## src/rtl/dmb_pkg.sv

```systemverilog
package dmb_pkg;

    typedef enum logic [1:0] {
        SEL_CHAR  = 2'd0,
        SEL_FLASH = 2'd1,
        SEL_CTRL  = 2'd2,
        SEL_UDC   = 2'd3
    } dmb_sel_e;

    typedef enum logic [1:0] {
        MODE_IDLE  = 2'd0,
        MODE_CLEAR = 2'd1,
        MODE_RESET = 2'd2
    } dmb_mode_e;

endpackage

```

## src/rtl/dmb_seq.sv

```systemverilog
module dmb_seq
    import dmb_pkg::*;
#(
    parameter int SWEEP_LEN = 3,
    parameter int PH_W      = (SWEEP_LEN > 1) ? $clog2(SWEEP_LEN) : 1
) (
    input  logic            clk,
    input  logic            rst_n,
    input  logic            clear_req,
    output logic            busy,
    output logic            sweep_en,
    output logic [PH_W-1:0] sweep_phase,
    output logic            clear_done
);

    localparam logic [PH_W-1:0] LAST  = PH_W'(SWEEP_LEN - 1);
    localparam int              RUN_W = $clog2(SWEEP_LEN + 2) + 1;

    typedef struct packed {
        dmb_mode_e        mode;
        logic [PH_W-1:0]  phase;
    } seq_t;

    seq_t st_d, st_q;

    always_comb begin
        st_d = st_q;
        if (!rst_n) begin
            st_d.mode  = MODE_RESET;
            st_d.phase = '0;
        end else if (st_q.mode != MODE_IDLE) begin
            if (st_q.phase == LAST) begin
                st_d.mode  = MODE_IDLE;
                st_d.phase = '0;
            end else begin
                st_d.phase = st_q.phase + 1'b1;
            end
        end else if (clear_req) begin
            st_d.mode  = MODE_CLEAR;
            st_d.phase = '0;
        end
    end

    always_ff @(posedge clk) begin
        st_q <= st_d;
    end

    assign busy        = (st_q.mode != MODE_IDLE);
    assign sweep_en    = rst_n && (st_q.mode != MODE_IDLE);
    assign sweep_phase = st_q.phase;
    assign clear_done  = rst_n && (st_q.mode == MODE_CLEAR) && (st_q.phase == LAST);

    // run-length counter used only by the span check below
    logic [RUN_W-1:0] run_q;
    always_ff @(posedge clk) begin
        if (!rst_n || !busy) run_q <= '0;
        else                 run_q <= run_q + 1'b1;
    end

    // every busy window seen with the pin high lasts SWEEP_LEN cycles
    p_busy_span_r6: assert property (@(posedge clk) disable iff (!rst_n)
        $fell(busy) |-> (run_q == RUN_W'(SWEEP_LEN)))
        else $error("busy window length wrong");

    // a pin reset always forces the reset mode, even mid-clear
    p_reset_wins_r8: assert property (@(posedge clk)
        !rst_n |=> (st_q.mode == MODE_RESET && st_q.phase == '0))
        else $error("reset did not take priority");

endmodule

```

## src/rtl/dmb_bank.sv

```systemverilog
module dmb_bank #(
    parameter int          NUM_CHARS = 8,
    parameter int          DATA_W    = 8,
    parameter int          SWEEP_LEN = 3,
    parameter logic [7:0]  BLANK     = 8'h20,
    parameter int          AW        = (NUM_CHARS > 1) ? $clog2(NUM_CHARS) : 1,
    parameter int          PH_W      = (SWEEP_LEN > 1) ? $clog2(SWEEP_LEN) : 1
) (
    input  logic              clk,
    input  logic              rst_n,
    input  logic              wr_char,
    input  logic              wr_flash,
    input  logic [AW-1:0]     wr_addr,
    input  logic [DATA_W-1:0] wr_data,
    input  logic              sweep_en,
    input  logic [PH_W-1:0]   sweep_phase,
    input  logic [AW-1:0]     rd_addr,
    output logic [DATA_W-1:0] rd_char,
    output logic              rd_flash
);

    localparam logic [DATA_W-1:0] BLANK_W = DATA_W'(BLANK);
    localparam logic [PH_W-1:0]   LAST    = PH_W'(SWEEP_LEN - 1);

    typedef struct packed {
        logic [DATA_W-1:0] code;
        logic              flash;
    } ent_t;

    logic [DATA_W-1:0] code_q  [NUM_CHARS];
    logic              flash_q [NUM_CHARS];

    for (genvar i = 0; i < NUM_CHARS; i++) begin : g_ent
        localparam logic [PH_W-1:0] SLICE = PH_W'(i % SWEEP_LEN);
        ent_t e_d, e_q;

        always_comb begin
            e_d = e_q;
            if (sweep_en && sweep_phase == SLICE) begin
                e_d.code  = BLANK_W;
                e_d.flash = 1'b0;
            end else begin
                if (wr_char && wr_addr == AW'(i))  e_d.code  = wr_data;
                if (wr_flash && wr_addr == AW'(i)) e_d.flash = wr_data[0];
            end
        end

        always_ff @(posedge clk) begin
            e_q <= e_d;
        end

        assign code_q[i]  = e_q.code;
        assign flash_q[i] = e_q.flash;

        // an entry is blank right after its own sweep slice
        p_slice_wipe_r11: assert property (@(posedge clk) disable iff (!rst_n)
            (sweep_en && sweep_phase == SLICE) |=> (e_q.code == BLANK_W && !e_q.flash))
            else $error("entry not blanked on its slice");
    end

    always_comb begin
        rd_char  = '0;
        rd_flash = 1'b0;
        for (int k = 0; k < NUM_CHARS; k++) begin
            if (rd_addr == AW'(k)) begin
                rd_char  = code_q[k];
                rd_flash = flash_q[k];
            end
        end
    end

    logic all_blank;
    always_comb begin
        all_blank = 1'b1;
        for (int k = 0; k < NUM_CHARS; k++) begin
            if (code_q[k] != BLANK_W || flash_q[k]) all_blank = 1'b0;
        end
    end

    // the whole bank is blank once the last slice has been swept
    p_bank_blank_r2: assert property (@(posedge clk) disable iff (!rst_n)
        (sweep_en && sweep_phase == LAST) |=> all_blank)
        else $error("bank not blank after sweep");

endmodule

```

## src/rtl/dmb_ctrl.sv

```systemverilog
module dmb_ctrl #(
    parameter int DATA_W    = 8,
    parameter int CLEAR_BIT = 7,
    parameter int UADDR_W   = 4,
    parameter int TMR_W     = 6
) (
    input  logic               clk,
    input  logic               rst_n,
    input  logic               busy,
    input  logic               wr_ctrl,
    input  logic               wr_udc,
    input  logic [DATA_W-1:0]  wr_data,
    input  logic               clear_done,
    output logic [DATA_W-1:0]  ctrl_word,
    output logic [UADDR_W-1:0] udc_addr,
    output logic [TMR_W-1:0]   tmr_value
);

    typedef struct packed {
        logic [DATA_W-1:0]  ctrl;
        logic [UADDR_W-1:0] udc;
        logic [TMR_W-1:0]   tmr;
    } reg_t;

    reg_t r_d, r_q;

    always_comb begin
        r_d = r_q;
        if (!rst_n) begin
            r_d.ctrl = '0;
            r_d.tmr  = '0;
        end else begin
            r_d.tmr = r_q.tmr + 1'b1;
            if (wr_ctrl)    r_d.ctrl = wr_data;
            if (clear_done) r_d.ctrl[CLEAR_BIT] = 1'b0;
            if (wr_udc)     r_d.udc = wr_data[UADDR_W-1:0];
        end
    end

    always_ff @(posedge clk) begin
        r_q <= r_d;
    end

    assign ctrl_word = r_q.ctrl;
    assign udc_addr  = r_q.udc;
    assign tmr_value = r_q.tmr;

    // the glyph address cannot move while a sweep runs
    p_udc_hold_r7: assert property (@(posedge clk) disable iff (!rst_n)
        busy |=> $stable(r_q.udc))
        else $error("glyph address changed while busy");

    // a low pin leaves a zero control word and timer
    p_pin_zero_r5: assert property (@(posedge clk)
        !rst_n |=> (r_q.ctrl == '0 && r_q.tmr == '0))
        else $error("control word or timer not zeroed");

endmodule

```

## src/rtl/dmb_blanker.sv

```systemverilog
module dmb_blanker
    import dmb_pkg::*;
#(
    parameter int          NUM_CHARS = 8,
    parameter int          DATA_W    = 8,
    parameter int          CLEAR_BIT = 7,
    parameter int          UADDR_W   = 4,
    parameter int          TMR_W     = 6,
    parameter int          SWEEP_LEN = 3,
    parameter logic [7:0]  BLANK     = 8'h20,
    parameter int          AW        = (NUM_CHARS > 1) ? $clog2(NUM_CHARS) : 1
) (
    input  logic              clk,
    input  logic              rst_n,
    input  logic              wr_en,
    input  logic [1:0]        wr_sel,
    input  logic [AW-1:0]     wr_addr,
    input  logic [DATA_W-1:0] wr_data,
    input  logic [1:0]        rd_sel,
    input  logic [AW-1:0]     rd_addr,
    output logic [DATA_W-1:0] rd_data,
    output logic              busy,
    output logic [TMR_W-1:0]  tmr_value
);

    localparam int PH_W = (SWEEP_LEN > 1) ? $clog2(SWEEP_LEN) : 1;

    logic               wr_ok;
    logic               clear_req;
    logic               sweep_en;
    logic [PH_W-1:0]    sweep_phase;
    logic               clear_done;
    logic [DATA_W-1:0]  ctrl_word;
    logic [UADDR_W-1:0] udc_addr;
    logic [DATA_W-1:0]  rd_char;
    logic               rd_flash;
    dmb_sel_e           wsel, rsel;

    assign wsel      = dmb_sel_e'(wr_sel);
    assign rsel      = dmb_sel_e'(rd_sel);
    assign wr_ok     = wr_en && rst_n && !busy;
    assign clear_req = wr_ok && (wsel == SEL_CTRL) && wr_data[CLEAR_BIT];

    dmb_seq #(
        .SWEEP_LEN (SWEEP_LEN),
        .PH_W      (PH_W)
    ) u_seq (
        .clk         (clk),
        .rst_n       (rst_n),
        .clear_req   (clear_req),
        .busy        (busy),
        .sweep_en    (sweep_en),
        .sweep_phase (sweep_phase),
        .clear_done  (clear_done)
    );

    dmb_bank #(
        .NUM_CHARS (NUM_CHARS),
        .DATA_W    (DATA_W),
        .SWEEP_LEN (SWEEP_LEN),
        .BLANK     (BLANK),
        .AW        (AW),
        .PH_W      (PH_W)
    ) u_bank (
        .clk         (clk),
        .rst_n       (rst_n),
        .wr_char     (wr_ok && wsel == SEL_CHAR),
        .wr_flash    (wr_ok && wsel == SEL_FLASH),
        .wr_addr     (wr_addr),
        .wr_data     (wr_data),
        .sweep_en    (sweep_en),
        .sweep_phase (sweep_phase),
        .rd_addr     (rd_addr),
        .rd_char     (rd_char),
        .rd_flash    (rd_flash)
    );

    dmb_ctrl #(
        .DATA_W    (DATA_W),
        .CLEAR_BIT (CLEAR_BIT),
        .UADDR_W   (UADDR_W),
        .TMR_W     (TMR_W)
    ) u_ctrl (
        .clk        (clk),
        .rst_n      (rst_n),
        .busy       (busy),
        .wr_ctrl    (wr_ok && wsel == SEL_CTRL),
        .wr_udc     (wr_ok && wsel == SEL_UDC),
        .wr_data    (wr_data),
        .clear_done (clear_done),
        .ctrl_word  (ctrl_word),
        .udc_addr   (udc_addr),
        .tmr_value  (tmr_value)
    );

    always_comb begin
        case (rsel)
            SEL_CHAR:  rd_data = rd_char;
            SEL_FLASH: rd_data = {{(DATA_W-1){1'b0}}, rd_flash};
            SEL_CTRL:  rd_data = ctrl_word;
            default:   rd_data = DATA_W'(udc_addr);
        endcase
    end

    // the clear bit is down whenever a busy window ends
    p_bit_drop_r4: assert property (@(posedge clk) disable iff (!rst_n)
        $fell(busy) |-> !ctrl_word[CLEAR_BIT])
        else $error("clear bit still set after sweep");

    // holding the pin low always shows busy
    p_busy_pin_r5: assert property (@(posedge clk)
        !rst_n |=> busy)
        else $error("busy low during pin reset");

endmodule

```

## config.mk

```make
export PLATFORM = sky130hd
export DESIGN_NAME = dmb_blanker
export DESIGN_NICKNAME = d
export VERILOG_FILES = /design/src/rtl/dmb_pkg.sv /design/src/rtl/dmb_seq.sv /design/src/rtl/dmb_bank.sv /design/src/rtl/dmb_ctrl.sv /design/src/rtl/dmb_blanker.sv
export SDC_FILE = /design/constraint.sdc
export NUM_CORES = 1
export LEC_CHECK = 0
export BUFFER_PORTS_ARGS = -buffer_cell sky130_fd_sc_hd__buf_2
export CORE_ASPECT_RATIO = 1.1
export CORE_UTILIZATION = 60
export DETAILED_ROUTE_END_ITERATION = 16
export PLACE_DENSITY = 0.88
export SYNTH_ARGS = -nofsm -noshare
export SYNTH_HDL_FRONTEND = slang
export SYNTH_HIERARCHICAL = 1
export SYNTH_SLANG_ARGS = --single-unit
```

## constraint.sdc

```tcl
create_clock -name clk -period 3.5 [get_ports clk]
set_input_delay 0.175 -clock clk [delete_from_list [all_inputs] [get_ports clk]]
set_output_delay 0.175 -clock clk [all_outputs]
set_load 0.01 [all_outputs]
```

==> Word-level counts from Yosys, hierarchy flattened <==
Cells that the tools add are included.
{ "classes": {"eq_ne": 23, "n_bitwise": 1, "reduce_logical": 40, "n_addsub": 2, "muxes": 21} }
{ "ops": {"columns": ["op", "n"], "rows": [
  ["$mux W8", 8],
  ["$logic_and A1 B1 Y1", 29],
  ["$eq A3 B3 Y1 const B", 8],
  ["$pmux W8 S3", 1],
  ["$eq A3 B2 Y1 const B", 4],
  ["$eq A2 B1 Y1 const B", 4],
  ["$eq A2 B2 Y1 const B", 4],
  ["$mux W1", 8],
  ["$mux W4", 2],
  ["$add A6 B1 Y6 const B", 1],
  ["$eq A3 B1 Y1 const B", 2],
  ["$logic_not A2 Y1", 3],
  ["$logic_not A3 Y1", 2],
  ["$mux W2", 2],
  ["$reduce_and A2 Y1", 2],
  ["$reduce_bool A2 Y1", 2],
  ["$add A2 B1 Y2 const B", 1],
  ["$ne A2 B1 Y1 const B", 1],
  ["$reduce_or A2 Y1", 1],
  ["$logic_not A1 Y1", 1],
  ["$not A1 Y1", 1]
]} }
{ "totals": {"regBits": 94, "elab_cells": 109} }

==> Depth between registers and ports, before layout <==
{ "logic_depth": {"word_depth": 10, "depth_mapped": 8} }

==> Cells and area by module <==
Netlist, hierarchy kept.
{ "by_module_without_submodules": {"columns": ["mod", "cells_each", "area_each_um2", "n_inst", "seq_area_each_um2"], "rows": [
  ["dmb_bank", 401, 3527.1, 1, 1441.4],
  ["dmb_ctrl", 53, 671.9, 1, 400.4],
  ["dmb_blanker", 26, 205.2, 1, 0.0],
  ["dmb_seq", 22, 192.7, 1, 80.1]
]} }

==> Least setup slack after synthesis <==
OpenSTA, ideal clock, no wires.
{ "synth_path": {"path_type": "flip-flop to flip-flop", "start": "reg u_seq/st_q[3] in the netlist's numbering", "end": "reg u_bank.g_ent[2].e_q (netlist bit u_bank/code_q[45])", "setup_ps": 124, "n_path_buf": 2, "required_time_ps": 3376, "stages_incl_launch_ff": 9, "t_arrival_ps": 1840, "period_less_slack_ps": 1963, "setup_slack_ps": 1537, "cell_sequence": "dfxtp_1 > nor2_2 > inv_2 > nor4_1 > buf_2 > and4bb_1 > buf_4 > mux2i_1 > o21ai_0"} }
{ "synth_between": {"elab_chain_len": 5, "elab_cells_between_ends": 7, "cone_classes": "7 x reduce/logical"} }
{ "synth_lines": {"columns": ["item", "line", "rtl"], "rows": [
  ["start, declared", "dmb_seq.sv:24", "seq_t st_d, st_q;"],
  ["start signal, assigned", "dmb_seq.sv:45", "st_q <= st_d;"],
  ["$reduce_bool A2 Y1 *", "dmb_seq.sv:48", "assign busy = (st_q.mode != MODE_IDLE);"],
  ["net busy", "dmb_blanker.sv:22", "output logic busy,"],
  ["$logic_not A1 Y1", null, null],
  ["$logic_and A1 B1 Y1", "dmb_blanker.sv:41", "assign wr_ok = wr_en && rst_n && !busy;"],
  ["$logic_and A1 B1 Y1", "dmb_blanker.sv:67", ".wr_char (wr_ok && wsel == SEL_CHAR),"],
  ["$logic_and A1 B1 Y1", "dmb_bank.sv:43", "if (wr_char && wr_addr == AW'(i)) e_d.code = wr_data;"],
  ["end signal, assigned", "dmb_bank.sv:49", "e_q <= e_d;"],
  ["end, declared", "dmb_bank.sv:35", "ent_t e_d, e_q;"]
]} }
The timed path passes the listed nets; every way through them passes the cells marked *.
A chain may end at the register's enable or synchronous reset.

==> Worst setup path after layout <==
{ "layout_path": {"start": "reg u_seq/st_q[3] in the netlist's numbering", "end": "reg u_bank.g_ent[4].e_q (netlist bit u_bank/flash_q[3])"} }
{ "layout_between": {"elab_chain_len": 5, "elab_cells_between_ends": 7, "cone_classes": "7 x reduce/logical"} }
{ "layout_lines": {"columns": ["item", "line", "rtl"], "rows": [
  ["$reduce_bool A2 Y1 *", "dmb_seq.sv:48, dmb_seq.sv:49", null],
  ["$logic_not A1 Y1", null, null],
  ["$logic_and A1 B1 Y1", "dmb_blanker.sv:41", null],
  ["$logic_and A1 B1 Y1", "dmb_blanker.sv:68", ".wr_flash (wr_ok && wsel == SEL_FLASH),"],
  ["$logic_and A1 B1 Y1", "dmb_bank.sv:44", "if (wr_flash && wr_addr == AW'(i)) e_d.flash = wr_data[0];"],
  ["end signal, assigned", "dmb_bank.sv:49", null],
  ["end, declared", "dmb_bank.sv:35", null]
]} }
Every way passes the cells marked *; elsewhere a longest branch is shown, timed or not.

==> metrics list <==
* Number of cells on the worst hold path: 3
- Slew Viols, Final: 0
* Min-Delay Startpoint: wr_data[1]
* Number of synthesized flops with an enable pin: 4
* Global-route met3 utilization: 7.29%
- After the last flow step, the layout net total stands at 525.
- Layout filler cell count: approximately 560
- For the worst setup path, the data required time is 3.73 ns.
- GR Util met2: 48.9%
- Number of global-route vias before repair: 3654
- Counting every instance in the synthesized netlist gives about 500.
- For the pin with the worst max-slew slack, the measured transition is approximately 1.1 ns.
- Path category of the worst min-delay check: in2reg
* HPWL after detailed placement: roughly 7400 microns
- After detailed placement, the design holds a cell count of 579.
- Entering global routing, the biggest net connects 36 pins.
- CORE AREA: approximately 7400 sq um
- Wire length of the first global-routing pass: ~18000 microns
- Top_reg_cell synth: sky130_fd_sc_hd__dfxtp_1
- Number of buffers inserted to repair setup after CTS: 0
* Clk_skew: 0.00674 ns
- The checks that failed: DRC.
- Once layout is complete, the cells apart from fillers number 595.
- Clock latency reported for the late side of the worst-skew pair: 0.37 ns
* Most numerous cell in the Yosys netlist: sky130_fd_sc_hd__nand2_1
- Antenna diode count: 0
- The worst setup path is captured at a flop.
- Crit path DAT: 2.62 ns
* Number of cell instances on the worst register-to-register path: 7
- The flow ran to the end, but the final reports show violations.
- Power density over the cells: 445 nW/um^2
- Total global routing track utilization: 29.1%
- Number of sinks handled by clock tree synthesis: between 90 and 100
* Standby leakage power: 1.82 nW
- TNS Setup: 0 ns
* Post-synth top area share: 39.2%
* Remaining number of nets flagged by the antenna check after routing: 0
* Share of the cycle needed by the critical path after routing: between 60% and 70%
- Clock period minus worst slack: 2.39 ns
- Counting flops and latches in the post-synthesis netlist gives 94.
- Post-DR vias/cell: 6.31
* GR met1 Demand/Resource: 32.9%
- After synthesis, the share of flip-flops with an asynchronous set or reset is 0%.
- STA classifies the critical path startpoint as a flop.
- Number of buffers inserted for hold repair after clock tree synthesis: 0
- Total iterations of the first detailed-routing run: 11
- Clock tree root driver cell: sky130_fd_sc_hd__clkbuf_8
* Worst slack at placement: about 1.1 ns
* Final WS setup: 1.11 ns
* Slack of the worst reg-to-reg path: 1.11 ns
- 36 I/O pins were placed.
- After detailed routing, the number of remaining DRC violations is 2.
* Worst-case vdd ir drop: 0.362 mV
* Syn Nets: 524
- The netlist uses 54 different library cells.
- Maximum fanout along the worst path: 8
- By area the synthesized netlist is led by sky130_fd_sc_hd__dfxtp_1 39%, sky130_fd_sc_hd__mux2i_1 13%, sky130_fd_sc_hd__nand2_1 7.7%.
* Grt total ovfl: 0
* Critical path start-end classification: reg2reg
* Leading post-synthesis cells by instance count: 94 x sky130_fd_sc_hd__nand2_1, 90 x sky130_fd_sc_hd__dfxtp_1, 61 x sky130_fd_sc_hd__mux2i_1, 39 x sky130_fd_sc_hd__nor2_1, 35 x sky130_fd_sc_hd__a21oi_1
- During synthesis, Yosys emitted a total of 6 warnings.
* Total number of placement rows: 33
- The number of antenna violations at the first check in global routing is 0.
* Reg-to-reg critical path endpoint: u_bank/flash_q[3]$_SDFFE_PP0P_
- In this run, CTS created clock tree buffers numbering 9.
- Capture endpoint of the worst hold path: u_bank/code_q[9]$_SDFFE_PP0P_
- After synthesis, flip-flops and latches occupy 41.8% of the total area.
* Max clock buf depth: 2
- Clock-pin slew was measured on the worst setup and hold paths at approximately 0.090 ns.
- Share of layout cells above drive strength 1: around 14%
- Unrepaired setup endpoints after global routing: no
* Final GP Congestion: 0.820
* Multi-input combinational cell area: roughly 2400 sq um
- For this configuration, the core starts out at a cell density of 61.9%.
- Vias: between 3000 and 4000
- The die is 85.5 microns wide.
- Average size of a mapped cell: 9.16 sq um
- Relative to the synthesized area, the layout overhead comes to 5.77%.
- Total number of H-tree levels: 3
- 1st-iter DRT viols: 320
- Across the run, the number of max-cap violations was 0.
* # setup viols final: 0
- Across the whole layout, storage elements account for 1920 sq um.
* Die Ht: approximately 94 microns
- TritonCTS built the clock tree.
- The die covers 8020 sq um.
- Fmax: 419 MHz
* Final Hold Vio Count: 0
- Once the clock tree was built, the resizer swapped 0 gates to a different size.
- Dividing the detail-routed wire length by the instance count gives ~19 microns.
* Port-buffer cells: 35
* Layer with the highest usage: met2
- Top cell type by total area after synthesis: sky130_fd_sc_hd__dfxtp_1
- Startpoint of the lowest-slack register-to-register path: u_seq/st_q[3]$_SDFFE_PN1P_
- Area of the mapped netlist: approximately 4600 sq um
* DRT Wirelength: 11200 microns
- In this run the tightest slew margin relative to its limit is 24.7%.
## area by class of cell
class | instances | share of cell area (%)
inverters | 1 | 0.0772
clock inverters | 5 | 1.65
multi-input cells | 359 | 49.3
clock buffers | 11 | 3.14
flip-flops and latches | 94 | 39.5
repair buffers | 38 | 4.07
well taps | 87 | 2.24
## worst max-delay path by stage
stage | to | cells past startpoint | startpoint
2_1_floorplan | u_bank/code_q[45]$_SDFFE_PP1P_ | 8 | u_seq/st_q[3]$_SDFFE_PN1P_
3_5_place_dp | u_bank/flash_q[3]$_SDFFE_PP0P_ | 7 | u_seq/st_q[3]$_SDFFE_PN1P_
4_1_cts | u_bank/flash_q[3]$_SDFFE_PP0P_ | 7 | u_seq/st_q[3]$_SDFFE_PN1P_
6_report | u_bank/flash_q[3]$_SDFFE_PP0P_ | 7 | u_seq/st_q[3]$_SDFFE_PN1P_
5_1_grt | u_bank/flash_q[3]$_SDFFE_PP0P_ | 7 | u_seq/st_q[3]$_SDFFE_PN1P_
3_3_place_gp | u_bank/flash_q[3]$_SDFFE_PP0P_ | 7 | u_seq/st_q[3]$_SDFFE_PN1P_
## metal layers
metal	vias to the layer above	share of wire, %
met5	-	0
met4	0	4.6
met3	48	5.3
met2	154	51
met1	1811	40
li1	1740	-
## metrics by stage
step                      hold WS, ns  util (%)  instance area [sq um]  total power, W
after floorplan                 0.237         -                   4600         0.00130
after global placement          0.440      62.3                   4630         0.00134
after detailed placement        0.446      62.3                   4630         0.00135
after CTS                       0.126      65.4                   4860         0.00217
after global routing            0.140      65.4                   4860         0.00224
final                           0.141      65.4                   4860         0.00216
## worst max-delay path, stage by stage (launching register included)
cell	delay, ns
sky130_fd_sc_hd__dfxtp_1	0.35
sky130_fd_sc_hd__nor2_2	0.24
sky130_fd_sc_hd__inv_2	0.10
sky130_fd_sc_hd__nand2b_1	0.17
sky130_fd_sc_hd__nor3_1	0.61
sky130_fd_sc_hd__nor4bb_1	0.46
sky130_fd_sc_hd__mux2i_1	0.26
sky130_fd_sc_hd__nor2_1	0.05
## registers in the layout, summed over array words and instances (netlist names)
signal and flops:
u_bank/code_q 64, u_bank/flash_q 8, u_ctrl/ctrl_word 8, u_ctrl/tmr_value 6
u_ctrl/udc_addr 4, u_seq/st_q 2, u_seq/sweep_phase 2
## layout by cell type, fill, tap and decap left out, types with 3 or more instances in the layout
cell / Yosys / final
sky130_fd_sc_hd__nand2_1: 94 / 94
sky130_fd_sc_hd__dfxtp_1: 90 / 90
sky130_fd_sc_hd__mux2i_1: 61 / 61
sky130_fd_sc_hd__nor2_1: 39 / 39
sky130_fd_sc_hd__buf_2: 14 / 35
sky130_fd_sc_hd__a21oi_1: 35 / 35
sky130_fd_sc_hd__nor2b_1: 17 / 17
sky130_fd_sc_hd__a22o_1: 10 / 10
sky130_fd_sc_hd__clkbuf_8: 0 / 9
sky130_fd_sc_hd__o21ai_0: 9 / 9
sky130_fd_sc_hd__nand3b_1: 9 / 9
sky130_fd_sc_hd__a32oi_1: 8 / 8
sky130_fd_sc_hd__o22a_1: 7 / 7
sky130_fd_sc_hd__nand3_1: 6 / 6
sky130_fd_sc_hd__and2_1: 6 / 6
sky130_fd_sc_hd__and4bb_1: 5 / 5
sky130_fd_sc_hd__nor3_1: 4 / 4
sky130_fd_sc_hd__nand4b_1: 4 / 4
sky130_fd_sc_hd__edfxtp_1: 4 / 4
sky130_fd_sc_hd__mux4_2: 3 / 3
sky130_fd_sc_hd__nand2b_1: 3 / 3
sky130_fd_sc_hd__and4b_1: 3 / 3
sky130_fd_sc_hd__buf_4: 9 / 3
## kinds of logic after synthesis
kind of cell | share of synthesized area [%]
adders and majority gates | 0.272
muxes | 16.1
DFF | 41.8
buffers and inverters | 6.18
AOI/OAI and AO/OA | 10.3
and+or+nand+nor | 24.8
xor gates and xnor gates | 0.572
## power breakdown
group	leakage [nW]	switching [W]	internal [W]	total (W)
combinational	0.946	0.000138	0.0000728	0.000210
sequential	0.763	0.0000238	0.00110	0.00112
clock	0.111	0.000384	0.000445	0.000828
No activity file was read; power rests on OpenSTA's default activity.
